===== src/rtl/pss_pkg.sv =====
package pss_pkg;

    typedef enum logic [2:0] {
        ST_OFF     = 3'd0,
        ST_SOFT    = 3'd1,
        ST_RUN     = 3'd2,
        ST_OCREC   = 3'd3,
        ST_HOT     = 3'd4,
        ST_OVLATCH = 3'd5
    } sup_state_e;

    typedef struct packed {
        logic ov;
        logic lock;
        logic hot_trip;
        logic hot_clear;
        logic en;
        logic oc_trip;
        logic oc_zero;
    } sup_flags_t;

    // Priority order: overvoltage, lockout, thermal, enable, overcurrent
    function automatic sup_state_e next_state(sup_state_e s, sup_flags_t f, logic full);
        sup_state_e n;
        n = s;
        if (f.ov)                     n = ST_OVLATCH;
        else if (s == ST_OVLATCH)     n = f.lock ? ST_OFF : ST_OVLATCH;
        else if (f.lock)              n = ST_OFF;
        else if (s == ST_HOT)         n = (f.hot_clear && !f.hot_trip) ? ST_OFF : ST_HOT;
        else if (f.hot_trip)          n = ST_HOT;
        else if (!f.en)               n = ST_OFF;
        else begin
            case (s)
                ST_OFF:   n = ST_SOFT;
                ST_SOFT:  n = f.oc_trip ? ST_OCREC : (full ? ST_RUN : ST_SOFT);
                ST_RUN:   n = f.oc_trip ? ST_OCREC : ST_RUN;
                ST_OCREC: n = f.oc_zero ? ST_SOFT : ST_OCREC;
                default:  n = ST_OFF;
            endcase
        end
        return n;
    endfunction

endpackage


===== src/rtl/pss_lockout.sv =====
module pss_lockout #(
    parameter logic RESET_LOCKED = 1'b1
) (
    input  logic clk,
    input  logic rst,
    input  logic above_start,
    input  logic above_hold,
    output logic locked
);
    always_ff @(posedge clk) begin
        if (rst)         locked <= RESET_LOCKED;
        else if (locked) locked <= !above_start;
        else             locked <= !above_hold;
    end
endmodule


===== src/rtl/pss_ramp.sv =====
module pss_ramp #(
    parameter int SCALE_W = 8
) (
    input  logic               clk,
    input  logic               rst,
    input  logic               clear,
    input  logic               advance,
    input  logic [SCALE_W-1:0] step,
    output logic [SCALE_W-1:0] scale,
    output logic               full
);
    localparam logic [SCALE_W-1:0] FULL_SCALE = {SCALE_W{1'b1}};

    logic [SCALE_W-1:0] eff_step;
    logic [SCALE_W:0]   sum;

    always_comb begin
        eff_step = (step == '0) ? {{(SCALE_W-1){1'b0}}, 1'b1} : step;
        sum      = {1'b0, scale} + {1'b0, eff_step};
    end

    always_ff @(posedge clk) begin
        if (rst || clear)  scale <= '0;
        else if (advance)  scale <= sum[SCALE_W] ? FULL_SCALE : sum[SCALE_W-1:0];
    end

    assign full = (scale == FULL_SCALE);
endmodule


===== src/rtl/pss_fsm.sv =====
module pss_fsm
    import pss_pkg::*;
(
    input  logic       clk,
    input  logic       rst,
    input  sup_flags_t flags,
    input  logic       ramp_full,
    output sup_state_e state
);
    always_ff @(posedge clk) begin
        if (rst) state <= ST_OFF;
        else     state <= next_state(state, flags, ramp_full);
    end
endmodule


===== src/rtl/pss_supervisor.sv =====
module pss_supervisor
    import pss_pkg::*;
#(
    parameter int SCALE_W = 8
) (
    input  logic               clk,
    input  logic               rst,
    input  logic               vcc_start_ok,
    input  logic               vcc_hold_ok,
    input  logic               ov_i,
    input  logic               hot_trip_i,
    input  logic               hot_clear_i,
    input  logic               en_i,
    input  logic               oc_trip_i,
    input  logic               oc_zero_i,
    input  logic               tick_i,
    input  logic [SCALE_W-1:0] ss_step_i,
    output logic               gate_en_o,
    output logic               force_low_o,
    output logic [SCALE_W-1:0] ss_scale_o,
    output logic               pgood_en_o
);
    localparam logic [SCALE_W-1:0] FULL_SCALE = {SCALE_W{1'b1}};

    logic               locked;
    logic [SCALE_W-1:0] ramp;
    logic               ramp_full;
    sup_flags_t         flags;
    sup_state_e         state;

    pss_lockout #(.RESET_LOCKED(1'b1)) u_lock (
        .clk(clk), .rst(rst),
        .above_start(vcc_start_ok), .above_hold(vcc_hold_ok),
        .locked(locked)
    );

    always_comb begin
        flags.ov        = ov_i;
        flags.lock      = locked;
        flags.hot_trip  = hot_trip_i;
        flags.hot_clear = hot_clear_i;
        flags.en        = en_i;
        flags.oc_trip   = oc_trip_i;
        flags.oc_zero   = oc_zero_i;
    end

    pss_fsm u_fsm (
        .clk(clk), .rst(rst), .flags(flags),
        .ramp_full(ramp_full), .state(state)
    );

    pss_ramp #(.SCALE_W(SCALE_W)) u_ramp (
        .clk(clk), .rst(rst),
        .clear(state != ST_SOFT),
        .advance(tick_i && state == ST_SOFT),
        .step(ss_step_i),
        .scale(ramp), .full(ramp_full)
    );

    always_comb begin
        gate_en_o   = (state == ST_RUN) || (state == ST_SOFT && ramp != '0);
        force_low_o = (state == ST_OVLATCH) || (state == ST_OCREC);
        pgood_en_o  = (state == ST_RUN);
        case (state)
            ST_RUN:  ss_scale_o = FULL_SCALE;
            ST_SOFT: ss_scale_o = ramp;
            default: ss_scale_o = '0;
        endcase
    end
endmodule


===== config.mk =====
export PLATFORM = sky130hd
export DESIGN_NAME = pss_supervisor
export DESIGN_NICKNAME = d
export VERILOG_FILES = /design/src/rtl/pss_pkg.sv /design/src/rtl/pss_lockout.sv /design/src/rtl/pss_ramp.sv /design/src/rtl/pss_fsm.sv /design/src/rtl/pss_supervisor.sv
export SDC_FILE = /design/constraint.sdc
export NUM_CORES = 1
export LEC_CHECK = 0
export CAP_MARGIN = 0
export CORE_AREA = 8 8 54 56
export CTS_BUF_LIST = sky130_fd_sc_hd__clkbuf_4
export CTS_CLUSTER_SIZE = 30
export DETAILED_ROUTE_END_ITERATION = 8
export DIE_AREA = 0 0 62 64
export GPL_TIMING_DRIVEN = 0
export PLACE_DENSITY = 0.9
export SYNTH_ARGS = -nofsm -noshare
export SYNTH_HDL_FRONTEND = slang
export SYNTH_HIERARCHICAL = 1
export SYNTH_SLANG_ARGS = --single-unit

===== constraint.sdc =====
create_clock -name clk -period 4.5 [get_ports clk]
set_input_delay 0.675 -clock clk [delete_from_list [all_inputs] [get_ports clk]]
set_output_delay 0.675 -clock clk [all_outputs]
set_load 0.03 [all_outputs]

# After elaboration in Yosys (flattened, before gate mapping)
# Cells that the tools add are included.
# classes
n_reduce_logical,13
n_eq_ne,7
add_sub_neg,1
n_mux,17
# ops
cell,n
two-way mux 3 bit,9
two-way mux 8 bit,2
one-hot mux 8 bit (2 select lines),1
one-hot mux 3 bit (4 select lines),1
adder 8 x 8 -> 9 bit,1
"equality test 8 bit, second input constant",1
zero test 8 bit,1
nonzero test 8 bit,1
"equality test 3 x 2 -> 1 bit, second input constant",2
"equality test 3 bit, second input constant",2
two-way mux 2 bit,2
"equality test 3 x 1 -> 1 bit, second input constant",1
logical AND 1 bit,3
zero test 1 bit,3
zero test 3 bit,1
logical OR 1 bit,3
"!= test 3 x 1 -> 1 bit, second input constant",1
two-way mux 1 bit,2
OR reduction 2 bit,1
# word_totals
reg_bits,12
out_inout_bits,11

# Longest topological paths before layout
# Gate-level depths: netlist of the first run.
# logic_depth
ltp_word,10
mapped_depth,10
ltp_nobuf,10

# By module
# The synthesis of the first run kept the hierarchy.
# modules_own_cells
module,instances,seq_area_each_um2,area_each_um2,cells_each
pss_ramp,1,160.2,686.9,77
pss_fsm,1,60.1,185.2,22
pss_supervisor,1,0.0,151.4,19
pss_lockout,1,20.0,36.3,3

# Worst setup path after synthesis of the first run
# Ideal clock, no wire load.
# synth_path
path_type,input-to-reg
from,input ss_step_i[7]
to,register u_ramp.scale[3]
arrival_ps,2471
setup_slack_ps,1968
stages,10
n_path_buf,0
cell_sequence,nor4_1 > a21o_1 > ha_1 > inv_1 > fa_1 > nand2b_1 > a211oi_2 > o211ai_2 > nand2_2 > o221a_1
# synth_via
elab_chain_len,4
# synth_rtl
item,line,source
from (decl),pss_supervisor.sv:17,"input logic [SCALE_W-1:0] ss_step_i,"
zero test 8 bit,pss_ramp.sv:18,"eff_step = (step == '0) ? {{(SCALE_W-1){1'b0}}, 1'b1} : step;"
two-way mux 8 bit *,pss_ramp.sv:18,
adder 8 x 8 -> 9 bit *,pss_ramp.sv:19,"sum = {1'b0, scale} + {1'b0, eff_step};"
two-way mux 8 bit *,pss_ramp.sv:24,else if (advance) scale <= sum[SCALE_W] ? FULL_SCALE : sum[SCALE_W-1:0];
to (signal assigned),pss_ramp.sv:24,
to (decl),pss_ramp.sv:9,"output logic [SCALE_W-1:0] scale,"
# Every way passes the cells marked *; elsewhere a longest branch is shown, timed or not.
# A chain may end at the register's enable or synchronous reset.

# Worst setup path after layout of the first run
# layout_path
from,input ss_step_i[6]
to,register u_ramp.scale[5]
# Same word-level chain as after synthesis.

==> results.ini, run 1 <==
[outcome]
outcome = finished, final reports clean

[critical_path]
r2r_start = u_fsm/state[0]
cp-start-kind = input port
path_max_fanout = 4
critPathKind = input port to register
required_ns = 4.72
r2r_cells = 8
worstPathArrival_ns = 3.26
reg2reg_to = u_ramp/scale[5]
end_kind = register
r2r_setup_slack_ns = 2.29

[routing]
drtIter0Drc = 35
first_pass_iters = 4
route.detailed.drc = 0
ant_nets = 0
drt-vias-per-instance = 5.918
wl_mm = 2.992
num_vias = 1077
wire_per_inst_um = 16.44

[sta]
slew_headroom_pct = 68.66
slew_viol_final = 0
holdWs_ns = 0.6099
setup_ws_ns = 1.460
layout_min_cycle_time_ns = 3.040
finalClockSkew_ns = 0.005369
finalCritPeriodShare_pct = 67.56
finalSetupTns_ns = 0
tightest_slew_ns = 0.4684
hold_viol_final = 0
max_freq_mhz = 328.9
grt_setup_unrepaired = no
finalSetupViolCount = 0

[placement]
dpl.cell_count = 178
io_buffers = 29
place_congestion = 0.8284
dp_hpwl_mm = 2.422
place_ws_ns = 1.225

[logic_synthesis]
synth_ff_type = dfxtp_1
synth_nets = 149
synth_enable_flop_cells = 0
synthesis.area_mm2 = 0.001060
avgSynthCellArea_um2 = 8.758
ys_ff_latch = 12
synthDistinctLibCells = 42
syn-instance-count = 121
yosys_warnings = 6
synth-seq-area-share_pct = 22.67
async_reset_ff_share_pct = 0

[global_routing]
grt_pass1_vias = 1100
grt_overflow = 0
grt_antenna_before_repair = 0
grt_first_pass_wirelength_mm = 5.037
track_usage_pct = 16.41
grt_max_degree = 11

[pwr]
netSwitchingPower_mw = 0.06987
p_leak_nw = 0.6213
power.internal_mw = 0.1731
comb_power_share_pct = 24.4
p_seq_share_pct = 46.6
cellPowerDensity_mw_per_mm2 = 172.1
peakVddDrop_mv = 0.1366
power_mw = 0.2430
p_clk_share_pct = 28.9
swShare_pct = 28.76

[die]
rows = 17
die_w_um = 62
core-area_mm2 = 0.002106
num_io_pins = 30
initial_core_util_pct = 50.33
die_y_um = 64
die_area_mm2 = 0.003968

[min_path]
hold_end = u_lock/locked
min-delay-start = u_lock/locked
hold_path_depth = 2
holdCritPathClass = register to register

[cts]
cts-resized-gates = 0
clk_path_buf_depth = 2
hold_buffers = 0
postCtsSetupRepairBufs = 0
htree_levels = 1
cts.sinks = 12
cts_tree = yes
clock_latency_ns = 0.28
root_buffer = clkbuf_4
cts_buffers = 3
path_clk_slew_ns = 0.08

[finish]
drive_gt1_share_pct = 10.39
diodes = 0
fill_cells = 163
nets = 183
final_cells = 182
area_growth_pct = 33.18
multiInputGateArea_um2 = 770.7
regArea_um2 = 240.2

[flow_run]
drv_cap = 0

metrics by stage:
stage	util, %	instance area (um^2)
6_report	67.02	1411
3_5_place_dp	65.78	1385
5_1_grt	67.02	1411
4_1_cts	67.02	1411
3_3_place_gp	65.78	1385
2_1_floorplan	-	1060
critical path, cell delays in order:
cell and delay, ns:
clkdlybuf4s50_1 0.44, nor4_1 0.40, a21o_1 0.17, ha_1 0.20, inv_1 0.07, fa_1 0.40, nand2b_1 0.19, a211oi_2 0.24
o211ai_2 0.15, nand2_2 0.14, o221a_1 0.18
layer usage:
| layer | track usage [%] | vias up | wire length (um) |
|---|---|---|---|
| li1 | - | 524 | - |
| met1 | 18.81 | 506 | 1198 |
| met2 | 26.78 | 33 | 1566 |
| met3 | 2.400 | 14 | 109 |
| met4 | 10.83 | 0 | 119 |
| met5 | 0 | - | 0 |
layout by cell type, fill, tap and decap left out, drive strengths merged, types with 3 or more instances in the layout:
cell type and count:
ha 8, a21o 12, a211oi 3, o221a 4
nor2 9, a31oi 3, inv 5, and2 3
nor3b 4, nand2b 4, dfxtp 12, o21ai 7
clkdlybuf4s50 29, clkbuf 6, nand2 5, nor4 4
a21oi 10
cell type report:
class                   instances  area share, %
plain buffers                   5          2.128
clock buffers                   3          1.596
clock inverters                 1         0.2660
inverters                       5          1.330
multi-input cells              99          54.61
flip-flops and latches         12          17.02
well taps                      28          2.482
repair buffers                 29          20.57
state kept, by name (all words and copies together), names as in the netlist:
name and count:
u_lock/locked 1, u_ramp/scale 8, u_fsm/state 3
synthesized netlist by cell type (all sizes together) (2+ instances only):
| master | n | share of area (%) |
|---|---|---|
| nor2 | 9 | 3.2 |
| nand4 | 2 | 1.2 |
| nor4 | 4 | 2.4 |
| nand3b | 2 | 1.4 |
| nand2b | 4 | 2.4 |
| dfxtp | 12 | 23 |
| o21ai | 7 | 3.3 |
| mux2i | 2 | 1.9 |
| o21bai | 2 | 1.4 |
| o221a | 4 | 4.2 |
| clkbuf | 3 | 1.1 |
| xor2 | 2 | 1.7 |
| buf | 2 | 1.8 |
| nor3b | 4 | 4.4 |
| inv | 5 | 1.8 |
| a21o | 12 | 8.5 |
| a211oi | 3 | 3.1 |
| and2 | 3 | 1.9 |
| a31oi | 3 | 1.8 |
| xnor2 | 2 | 1.7 |
| ha | 8 | 9.4 |
| nor2b | 2 | 1.9 |
| nand2 | 5 | 2.0 |
| a21oi | 10 | 5.1 |
worst max path at each step:
stage,startpoint,end,slack [ns],cells after the start
after floorplan,ss_step_i[7],u_ramp/scale[3],1.97,10
after global placement,ss_step_i[6],u_ramp/scale[5],1.28,11
after detailed placement,ss_step_i[6],u_ramp/scale[0],1.22,11
after CTS,ss_step_i[6],u_ramp/scale[0],1.50,11
after global routing,ss_step_i[6],u_ramp/scale[0],1.31,11
final,ss_step_i[6],u_ramp/scale[5],1.46,11
power by group through the flow:
stage	sequential, mW	clock [mW]	combinational (mW)
finish	0.113	0.0703	0.0594
global route	0.114	0.0768	0.0642
CTS	0.113	0.0718	0.0588
floorplan	0.115	0	0.0324
global placement	0.116	0	0.0554
detailed placement	0.116	0	0.0582
cell families (layout without fill, tap and decap cells):
kind of cell / count (synthesis) / in the layout / share of synthesized area (%)
fa+ha+maj: 9 / 9 / 11.33
xor+xnor: 4 / 4 / 3.306
simple gates: 40 / 40 / 23.85
buf+inv: 10 / 43 / 4.605
flops: 12 / 12 / 22.67
compound gates: 44 / 44 / 32.35
mux: 2 / 2 / 1.889
Power figures use the tool's default switching activity.
==> run 2: changes to the inputs <==
--- a/config.mk
+++ b/config.mk
@@ -6,13 +6,13 @@
 export NUM_CORES = 1
 export LEC_CHECK = 0
 export CAP_MARGIN = 0
-export CORE_AREA = 8 8 54 56
+export CORE_AREA = 8 8 59 61
 export CTS_BUF_LIST = sky130_fd_sc_hd__clkbuf_4
 export CTS_CLUSTER_SIZE = 30
 export DETAILED_ROUTE_END_ITERATION = 8
-export DIE_AREA = 0 0 62 64
+export DIE_AREA = 0 0 67 69
 export GPL_TIMING_DRIVEN = 0
-export PLACE_DENSITY = 0.9
+export PLACE_DENSITY = 0.79
 export SYNTH_ARGS = -nofsm -noshare
 export SYNTH_HDL_FRONTEND = slang
 export SYNTH_HIERARCHICAL = 1
==> constraint.sdc (replaced) <==
create_clock -name clk -period 2.72 [get_ports clk]
set_input_delay 0.408 -clock clk [delete_from_list [all_inputs] [get_ports clk]]
set_output_delay 0.408 -clock clk [all_outputs]
set_load 0.03 [all_outputs]
==> results.ini, run 2 (synthesis gave the netlist of run 1 again) <==
[sta]
grt_setup_unrepaired = no
setup_ws_ns = 0.1546  ; -1.305 ns
slew_headroom_pct = 68.10  ; -0.56 points
holdWs_ns = 0.5963  ; -0.01367 ns
hold_viol_final = 0  ; unchanged
max_freq_mhz = 389.8
finalClockSkew_ns = 0.003594  ; -0.001774 ns
finalCritPeriodShare_pct = 94.32
tightest_slew_ns = 0.4767  ; +0.008300 ns
finalSetupViolCount = 0  ; unchanged
layout_min_cycle_time_ns = 2.565
slew_viol_final = 0  ; unchanged

[die]
die_w_um = 67  ; +8.1%
num_io_pins = 30  ; unchanged
die_y_um = 69  ; +7.8%
die_area_mm2 = 0.004623  ; +17%
initial_core_util_pct = 40.53  ; -9.8 points
core-area_mm2 = 0.002615  ; +24%
rows = 19  ; +2

[flow_run]
drv_cap = 0  ; unchanged

[global_routing]
grt_antenna_before_repair = 0  ; unchanged
track_usage_pct = 12.69  ; -3.7 points
grt_overflow = 0  ; unchanged
grt_first_pass_wirelength_mm = 4.830  ; -4.1%
grt_max_degree = 11  ; unchanged
grt_pass1_vias = 1071  ; -2.6%

[critical_path]
required_ns = 2.93  ; -1.79 ns
worstPathArrival_ns = 2.77  ; -0.49 ns
critPathKind = input port to register
cp-start-kind = input port
path_max_fanout = 4  ; unchanged
end_kind = register

[finish]
area_growth_pct = 38.25
largest_reg_flops = 8  ; unchanged
nets = 184  ; +0.55%
final_common_cell = clkdlybuf4s50_1
reg_top3 = u_ramp/scale x8, u_fsm/state x3, u_lock/locked x1
design_area_mm2 = 0.001465  ; +3.8%
fill_cells = 246  ; +51%
final_cell_mix = clkdlybuf4s50_1, a21o_1, dfxtp_1
regMostFlops = u_ramp/scale
drive_gt1_share_pct = 13.55  ; +3.2 points
diodes = 0  ; unchanged

[cts]
root_buffer = clkbuf_4
cts_buffers = 3  ; unchanged
cts_tree = yes
clk_path_buf_depth = 2  ; unchanged
cts.sinks = 12  ; unchanged
clock_latency_ns = 0.26  ; -0.02 ns
path_clk_slew_ns = 0.07  ; about the same
htree_levels = 1  ; unchanged

[pwr]
p_leak_nw = 0.6632  ; +6.7%
peakVddDrop_mv = 0.1594  ; +17%
cellPowerDensity_mw_per_mm2 = 268.9  ; +56%

[routing]
wl_mm = 2.961  ; -1.0%
drtIter0Drc = 53  ; +51%
ant_nets = 0  ; unchanged
route.detailed.drc = 0  ; unchanged
num_vias = 1037  ; -3.7%
wire_per_inst_um = 15.92  ; -3.2%
drt-vias-per-instance = 5.575  ; -5.8%
first_pass_iters = 4  ; unchanged

[placement]
postPlaceCellArea_mm2 = 0.001389  ; +0.27%
dp_hpwl_mm = 2.319  ; -4.2%
place_congestion = 0.7985  ; -3.6%
place_ws_ns = -0.2898  ; -1.515 ns
io_buffers = 29  ; unchanged

[min_path]
holdCritPathClass = register to register

[outcome]
outcome = finished, final reports clean

run 2: cell count changes in the layout (fill, tap and decap cells not counted), sizes merged:
cell / change
clkdlybuf4s50: -3
dlymetal6s2s: +3
buf: +1
run 2: critical path, stage by stage:
cell and delay (ns):
clkdlybuf4s50_1 0.47, nor4_4 0.18, a21o_1 0.17, ha_2 0.20
inv_1 0.06, fa_2 0.35, nand2b_4 0.16, a211oi_4 0.28
o211ai_2 0.16, nand2_2 0.13, o221a_1 0.20
run 2: final timing paths:
kind | to | cells after the start | slack [ns] | start
max | u_ramp/scale[3] | 11 | 0.15 | ss_step_i[7]
max reg2reg | u_ramp/scale[3] | 8 | 0.59 | u_fsm/state[0]
min | u_fsm/state[1] | 2 | 0.60 | u_fsm/state[1]
min reg2reg | u_fsm/state[1] | 2 | 0.60 | u_fsm/state[1]
run 2: what timing repair did:
action | CTS | global route
endpoints found under the setup margin | 4 | 8
hold endpoints to repair | 0 | 0
pin swaps | 0 | 4
setup buffers | 0 | 1
hold buffers | 0 | 0
cloned | 0 | 0
resized for setup | 1 | 8
run 2: area by class of cell:
cell class | count | area [um^2] | area share (%)
Multi-Input combinational cell | 99 | 805.8 | 55.00
Timing Repair Buffer | 30 | 305.3 | 20.84
Sequential cell | 12 | 240.2 | 16.40
Tap cell | 31 | 38.79 | 2.647
Buffer | 5 | 30.03 | 2.050
Clock buffer | 3 | 22.52 | 1.537
Inverter | 5 | 18.77 | 1.281
Clock inverter | 1 | 3.754 | 0.2562
run 2: through the flow:
step	util [%]	std cells	total power [mW]	TNS (ns)
after CTS	54.35	185	0.3950	0
after global routing	56.03	186	0.4179	0
final	56.03	186	0.3940	0
after global placement	53.11	181	0.2834	-1.624
after detailed placement	53.11	181	0.2865	-1.842
after floorplan	-	121	0.2434	0
run 2: routing by layer:
metal | part of all wire, % | track usage [%] | up-vias
met1 | 42 | 14.59 | 486
met3 | 6.7 | 2.908 | 2
met2 | 51 | 22.23 | 32
met5 | 0 | 0 | -
met4 | 0.41 | 3.488 | 0
li1 | - | - | 517
run 2: power by group:
| part | internal (mW) | switching (mW) |
|---|---|---|
| Sequential | 0.180 | 0.00783 |
| Combinational | 0.0537 | 0.0465 |
| Clock | 0.0530 | 0.0532 |
| Total | 0.287 | 0.108 |
==> run 3: changes to the inputs <==
--- a/config.mk
+++ b/config.mk
@@ -8,10 +8,10 @@
 export CAP_MARGIN = 0
 export CORE_AREA = 8 8 59 61
 export CTS_BUF_LIST = sky130_fd_sc_hd__clkbuf_4
-export CTS_CLUSTER_SIZE = 30
 export DETAILED_ROUTE_END_ITERATION = 8
 export DIE_AREA = 0 0 67 69
 export GPL_TIMING_DRIVEN = 0
+export HOLD_SLACK_MARGIN = 0.08
 export PLACE_DENSITY = 0.79
 export SYNTH_ARGS = -nofsm -noshare
 export SYNTH_HDL_FRONTEND = slang
==> results of run 3 <==
Final layout, timing and power as in run 2 (identical DEF).
